--- src/rtl/vfs_pkg.sv ---
package vfs_pkg;

  typedef struct packed {
    logic takeReq;
    logic setVolt;
    logic setFreq;
    logic cntClr;
    logic cntRun;
  } vfsStrobe_t;

  typedef enum logic [2:0] {
    S_IDLE, S_DECIDE, S_UP_GAP, S_UP_WAIT, S_DN_GAP, S_DN_WAIT
  } vfsState_t;

  // ceil(f * vMax / fMax): lowest voltage code able to carry frequency code f
  function automatic int unsigned minVoltOf(int unsigned f, int unsigned fMax,
                                            int unsigned vMax);
    return (f * vMax + fMax - 1) / fMax;
  endfunction

endpackage

--- src/rtl/vfs_path.sv ---
module vfs_path
  import vfs_pkg::*;
#(
  parameter int FREQ_W  = 4,
  parameter int VOLT_W  = 5,
  parameter int REQ_W   = 5,
  parameter int TMO_LIM = 4096
) (
  input  logic              clk,
  input  logic              rstN,
  input  logic              reqValid,
  input  logic [REQ_W-1:0]  reqLevel,
  input  vfsStrobe_t        stb,
  output logic [FREQ_W-1:0] freqCode,
  output logic [VOLT_W-1:0] voltCode,
  output logic              timeoutErr,
  output logic              pendValid,
  output logic              tgtAbove,
  output logic              tgtBelow
);
  localparam int FLVLS = 2 ** FREQ_W;
  localparam int FMAX  = FLVLS - 1;
  localparam int VMAX  = 2 ** VOLT_W - 1;
  localparam int CNT_W = $clog2(TMO_LIM + 1);

  logic [VOLT_W-1:0] vminTab [FLVLS];
  logic [FREQ_W-1:0] pendLvl, tgtLvl, reqSat;
  logic [CNT_W-1:0]  waitCnt;

  for (genvar g = 0; g < FLVLS; g++) begin : g_vmin
    assign vminTab[g] = VOLT_W'(minVoltOf(g, FMAX, VMAX));
  end

  assign reqSat   = (reqLevel > REQ_W'(FMAX)) ? FREQ_W'(FMAX) : reqLevel[FREQ_W-1:0];
  assign tgtAbove = tgtLvl > freqCode;
  assign tgtBelow = tgtLvl < freqCode;

  // request holding register: the newest request always overwrites
  always_ff @(posedge clk) begin
    if (!rstN) begin
      pendValid <= 1'b0;
      pendLvl   <= '0;
    end else if (reqValid) begin
      pendValid <= 1'b1;
      pendLvl   <= reqSat;
    end else if (stb.takeReq) begin
      pendValid <= 1'b0;
    end
  end

  always_ff @(posedge clk) begin
    if (!rstN) begin
      tgtLvl   <= '0;
      freqCode <= '0;
      voltCode <= '0;
    end else begin
      if (stb.takeReq) tgtLvl   <= pendLvl;
      if (stb.setFreq) freqCode <= tgtLvl;
      if (stb.setVolt) voltCode <= vminTab[tgtLvl];
    end
  end

  always_ff @(posedge clk) begin
    if (!rstN) begin
      waitCnt    <= '0;
      timeoutErr <= 1'b0;
    end else begin
      if (stb.cntClr)
        waitCnt <= '0;
      else if (stb.cntRun && waitCnt != CNT_W'(TMO_LIM))
        waitCnt <= waitCnt + 1'b1;
      if (stb.takeReq)
        timeoutErr <= 1'b0;
      else if (stb.cntRun && waitCnt == CNT_W'(TMO_LIM))
        timeoutErr <= 1'b1;
    end
  end

endmodule

--- src/rtl/vfs_ctrl.sv ---
module vfs_ctrl
  import vfs_pkg::*;
(
  input  logic       clk,
  input  logic       rstN,
  input  logic       pendValid,
  input  logic       tgtAbove,
  input  logic       tgtBelow,
  input  logic       voltStable,
  input  logic       pllLock,
  output vfsStrobe_t stb,
  output logic       busy
);
  vfsState_t state, stateNxt;

  always_comb begin
    stb      = '0;
    stateNxt = state;
    unique case (state)
      S_IDLE: if (pendValid) begin
        stb.takeReq = 1'b1;
        stateNxt    = S_DECIDE;
      end
      S_DECIDE: begin
        if (tgtAbove) begin
          stb.setVolt = 1'b1;
          stateNxt    = S_UP_GAP;
        end else if (tgtBelow) begin
          stb.setFreq = 1'b1;
          stateNxt    = S_DN_GAP;
        end else begin
          stateNxt = S_IDLE;
        end
      end
      // one cycle for the regulator or PLL to drop its stale report
      S_UP_GAP: begin
        stb.cntClr = 1'b1;
        stateNxt   = S_UP_WAIT;
      end
      S_UP_WAIT: begin
        if (voltStable) begin
          stb.setFreq = 1'b1;
          stateNxt    = S_IDLE;
        end else begin
          stb.cntRun = 1'b1;
        end
      end
      S_DN_GAP: begin
        stb.cntClr = 1'b1;
        stateNxt   = S_DN_WAIT;
      end
      S_DN_WAIT: begin
        if (pllLock) begin
          stb.setVolt = 1'b1;
          stateNxt    = S_IDLE;
        end else begin
          stb.cntRun = 1'b1;
        end
      end
      default: stateNxt = S_IDLE;
    endcase
  end

  always_ff @(posedge clk) begin
    if (!rstN) state <= S_IDLE;
    else       state <= stateNxt;
  end

  assign busy = (state != S_IDLE) || pendValid;

endmodule

--- src/rtl/vf_step_seq.sv ---
module vf_step_seq
  import vfs_pkg::*;
#(
  parameter int FREQ_W  = 4,
  parameter int VOLT_W  = 5,
  parameter int REQ_W   = 5,
  parameter int TMO_LIM = 4096
) (
  input  logic              clk,
  input  logic              rstN,
  input  logic              reqValid,
  input  logic [REQ_W-1:0]  reqLevel,
  input  logic              voltStable,
  input  logic              pllLock,
  output logic [FREQ_W-1:0] freqCode,
  output logic [VOLT_W-1:0] voltCode,
  output logic              busy,
  output logic              timeoutErr
);
  vfsStrobe_t stb;
  logic pendValid, tgtAbove, tgtBelow;

  vfs_ctrl u_ctrl (
    .clk(clk), .rstN(rstN), .pendValid(pendValid), .tgtAbove(tgtAbove),
    .tgtBelow(tgtBelow), .voltStable(voltStable), .pllLock(pllLock),
    .stb(stb), .busy(busy)
  );

  vfs_path #(.FREQ_W(FREQ_W), .VOLT_W(VOLT_W), .REQ_W(REQ_W), .TMO_LIM(TMO_LIM)) u_path (
    .clk(clk), .rstN(rstN), .reqValid(reqValid), .reqLevel(reqLevel), .stb(stb),
    .freqCode(freqCode), .voltCode(voltCode), .timeoutErr(timeoutErr),
    .pendValid(pendValid), .tgtAbove(tgtAbove), .tgtBelow(tgtBelow)
  );

endmodule

--- config.mk ---
export PLATFORM = sky130hd
export DESIGN_NAME = vf_step_seq
export DESIGN_NICKNAME = d
export VERILOG_FILES = /design/src/rtl/vfs_pkg.sv /design/src/rtl/vfs_path.sv /design/src/rtl/vfs_ctrl.sv /design/src/rtl/vf_step_seq.sv
export SDC_FILE = /design/constraint.sdc
export NUM_CORES = 1
export LEC_CHECK = 0
export ABC_AREA = 1
export BUFFER_PORTS_ARGS = -buffer_cell sky130_fd_sc_hd__buf_2
export CELL_PAD_IN_SITES_DETAIL_PLACEMENT = 1
export CELL_PAD_IN_SITES_GLOBAL_PLACEMENT = 1
export CORE_UTILIZATION = 41
export CTS_BUF_LIST = sky130_fd_sc_hd__clkbuf_8 sky130_fd_sc_hd__clkbuf_16
export DETAILED_ROUTE_END_ITERATION = 10
export PLACE_DENSITY_LB_ADDON = 0.12
export SYNTH_ARGS = -nofsm -noshare
export SYNTH_HDL_FRONTEND = slang
export SYNTH_HIERARCHICAL = 1
export SYNTH_SLANG_ARGS = --single-unit
--- constraint.sdc ---
create_clock -name clk -period 2 [get_ports clk]
set_input_delay 0.2 -clock clk [delete_from_list [all_inputs] [get_ports clk]]
set_output_delay 0.2 -clock clk [all_outputs]
set_load 0.02 [all_outputs]
==> flow_summary.json <==
{
  "crit_fanout": 7,
  "drive_gt1_frac": 0.2276,
  "synth.most_common_cell": "nand2_1",
  "drtIter0Drc": 77,
  "fill_cells": 595,
  "vias": 1822,
  "dieArea_um2": 4802,
  "ios": 21,
  "register_area_um2": 701.9,
  "ys.flop_type": "dfxtp_1",
  "drt_pass1_iterations": 4,
  "die_w_um": 69.30,
  "avgViaCountPerCell": 5.005,
  "cts-root-buf": "clkbuf_8",
  "hold_viol_final": 0,
  "multi_input_area_um2": 1016,
  "avgRoutedWirePerCell_um": 13.10,
  "postRouteAntennaNets": 0,
  "worstMarginPinSlew_ns": 0.3595,
  "slew_headroom": 0.7581,
  "slew_violations": 0,
  "fin_crit_ns": 1.877,
  "total_power_mw": 2.872,
  "synth_top_area_frac": 0.3774,
  "internal_power_mw": 1.662,
  "diodes": 0,
  "status": "finished, final reports clean",
  "die-height_um": 69.30,
  "core_area_um2": 4354,
  "syn_avg_cell_area_um2": 6.752,
  "drc_errors": 0,
  "cpMostUsedCell": "inv_1",
  "syn-instance-count": 275,
  "fin_tns_setup_ns": 0,
  "crit_chain": "inv_1 -> ha_1 -> nand2_1 -> inv_1 -> a21oi_2 -> a31oi_1 -> nand3_1 -> o21ai_1 -> buf_4 -> inv_4 -> nor2_4 -> a21oi_1",
  "gp_congestion": 0.7633,
  "crit_type": "reg2reg",
  "p_sw_mw": 1.209,
  "sequentialPowerShare": 0.346,
  "antenna_found_initial": 0,
  "p_comb_frac": 0.460,
  "clk_path_buf_depth": 2,
  "final_nets": 327,
  "min_from": "reqLevel[1]",
  "yosysTopAreaCell": "dfxtp_1",
  "routed_wl_mm": 4.768,
  "ys_warn_count": 6,
  "grt_pass1_vias": 1745,
  "postCtsHoldBufs": 0,
  "synth_cell_types": 28,
  "clk_pin_slew_ns": 0.08,
  "syn-cell-area_um2": 1857,
  "max_freq_mhz": 532.7,
  "grt_pass1_wl_mm": 8.017,
  "dpl.hpwl_mm": 3.538,
  "required_ns": 2.18,
  "start_kind": "flip-flop",
  "area_growth_pct": 21.02,
  "grt_max_degree": 20,
  "num_rows": 24,
  "clk_latency_ns": 0.29,
  "power.leakage_nw": 1.039,
  "synth_seq_cells": 35,
  "synth_common_cells": "nand2_1 (58), nor2_1 (40), inv_1 (39)",
  "cts.sinks": 35,
  "path_buf_inv": 4,
  "async_reset_ff_frac": 0,
  "slowest_delay_ns": 0.36,
  "synth_edf_count": 0,
  "r2r_slack_ns": 0.12,
  "hold_path.class": "in2reg",
  "r2r-start": "u_path/freqCode[3]",
  "cts_tree": "done",
  "track_usage": 0.2080,
  "peakVddDrop_mv": 0.6752,
  "cp-startpoint": "u_path/freqCode[3]",
  "end_kind": "flip-flop",
  "drv_cap": 0,
  "cp_top_family": "compound AO/OA/AOI/OAI gates",
  "cts_max_level": 2,
  "clockPowerShare": 0.193,
  "critPathArrivalTime_ns": 2.05,
  "synth.yosys.seq_area_share": 0.3774,
  "slowest_stage": "dfxtp_1",
  "port_buffers": 20,
  "start_util": 0.4264,
  "p_sw_frac": 0.4211,
  "synth_fp_nets": 291,
  "finalSetupViolCount": 0,
  "min_period_over_period": 0.9386,
  "powerDensity_nw_per_um2": 1278,
  "clock-skew-final_ns": 0.009777,
  "synth.area.top_cells": "dfxtp_1 (38%), nand2_1 (12%), nor2_1 (8.1%)",
  "cts_buffers": 5,
  "grt-ovfl-total": 0
}
-- cells by family (layout without fill, tap and decap cells) --
family | after synthesis | count (layout) | share of synthesized area
simple gates | 139 | 139 | 0.3329
compound gates | 44 | 44 | 0.1253
fa+ha+maj | 6 | 6 | 0.04043
xor+xnor | 4 | 4 | 0.01887
flops | 35 | 35 | 0.3774
buf+inv | 47 | 84 | 0.1051
-- worst min-delay path, stage by stage --
cell and delay (ns):
buf_2 0.07, nor3_1 0.04, nor2_1 0.07
-- power groups by stage --
stage | clock network [mW] | logic [mW] | registers (mW)
detailed placement | 0 | 1.09 | 0.997
global route | 0.598 | 1.47 | 1.02
finish | 0.555 | 1.32 | 0.995
global placement | 0 | 1.05 | 0.986
CTS | 0.574 | 1.11 | 0.981
floorplan | 0 | 0.639 | 1.07
-- area by class of cell --
type,count,area share
flip-flops and latches,35,0.3124
multi-input cells,193,0.4521
inverters,43,0.07294
clock buffers,6,0.03675
clock inverters,2,0.007238
well taps,52,0.02895
repair buffers,33,0.08964
-- routing by layer --
layer | share of wire | track usage
met3 | 0.036 | 0.04360
met4 | 0.0061 | 0.06122
met2 | 0.45 | 0.3215
met1 | 0.51 | 0.2912
met5 | 0 | 0
-- cells in the final DEF (no fill, tap or decap) --
cell / count
nand3_2: 2
nand2_2: 4
nand4_1: 5
xor2_1: 4
clkbuf_8: 6
nand3_1: 15
nand2_1: 58
nor3_1: 5
inv_4: 1
nor4_1: 1
o21ai_0: 12
a31oi_1: 1
o21ai_2: 1
buf_6: 1
nand4_2: 1
o21bai_4: 1
clkinv_4: 1
a21oi_2: 2
dfxtp_1: 34
o21ai_4: 1
nor2_1: 39
ha_4: 1
nor2_2: 5
inv_2: 7
clkinvlp_4: 1
a211oi_1: 1
a21oi_1: 17
nor2_4: 3
and2_1: 1
ha_1: 5
inv_1: 35
o21ai_1: 7
dfxtp_2: 1
o21a_1: 1
buf_4: 12
buf_2: 20
-- state kept, by name, indices dropped and copies added (netlist names) --
signal and flops:
u_ctrl/state 3, u_path/freqCode 4, u_path/pendLvl 4, u_path/pendValid 1, u_path/tgtLvl 4, u_path/timeoutErr 1
u_path/voltCode 5, u_path/waitCnt 13
-- path summary, 6_finish.rpt --
kind	to	cells past startpoint
setup / recovery	u_path/voltCode[0]	12
setup reg to reg	u_path/voltCode[0]	12
hold reg to reg	u_path/freqCode[2]	2
hold / removal	u_path/pendLvl[1]	3
-- repair_timing --
item | in CTS | in global routing
pin swaps | 0 | 8
setup endpoints to repair | 2 | 7
hold endpoints to repair | 0 | 0
setup buffers | 0 | 4
resized for setup | 2 | 20
-- through the flow --
| stage | hold WS [ns] | worst slack (ns) | instances | utilization | area [µm²] |
|---|---|---|---|---|---|
| finish | 0.1198 | 0.1227 | 364 | 0.5161 | 2247 |
| global route | 0.1167 | -0.05013 | 364 | 0.5161 | 2247 |
| CTS | 0.1139 | 0.05735 | 360 | 0.4957 | 2158 |
| detailed placement | 0.4211 | -0.07525 | 352 | 0.4721 | 2056 |
| global placement | 0.4172 | 0.08221 | 352 | 0.4721 | 2056 |
| floorplan | 0.2976 | 0.07380 | 275 | - | 1857 |
(Power assumes the default switching activity.)
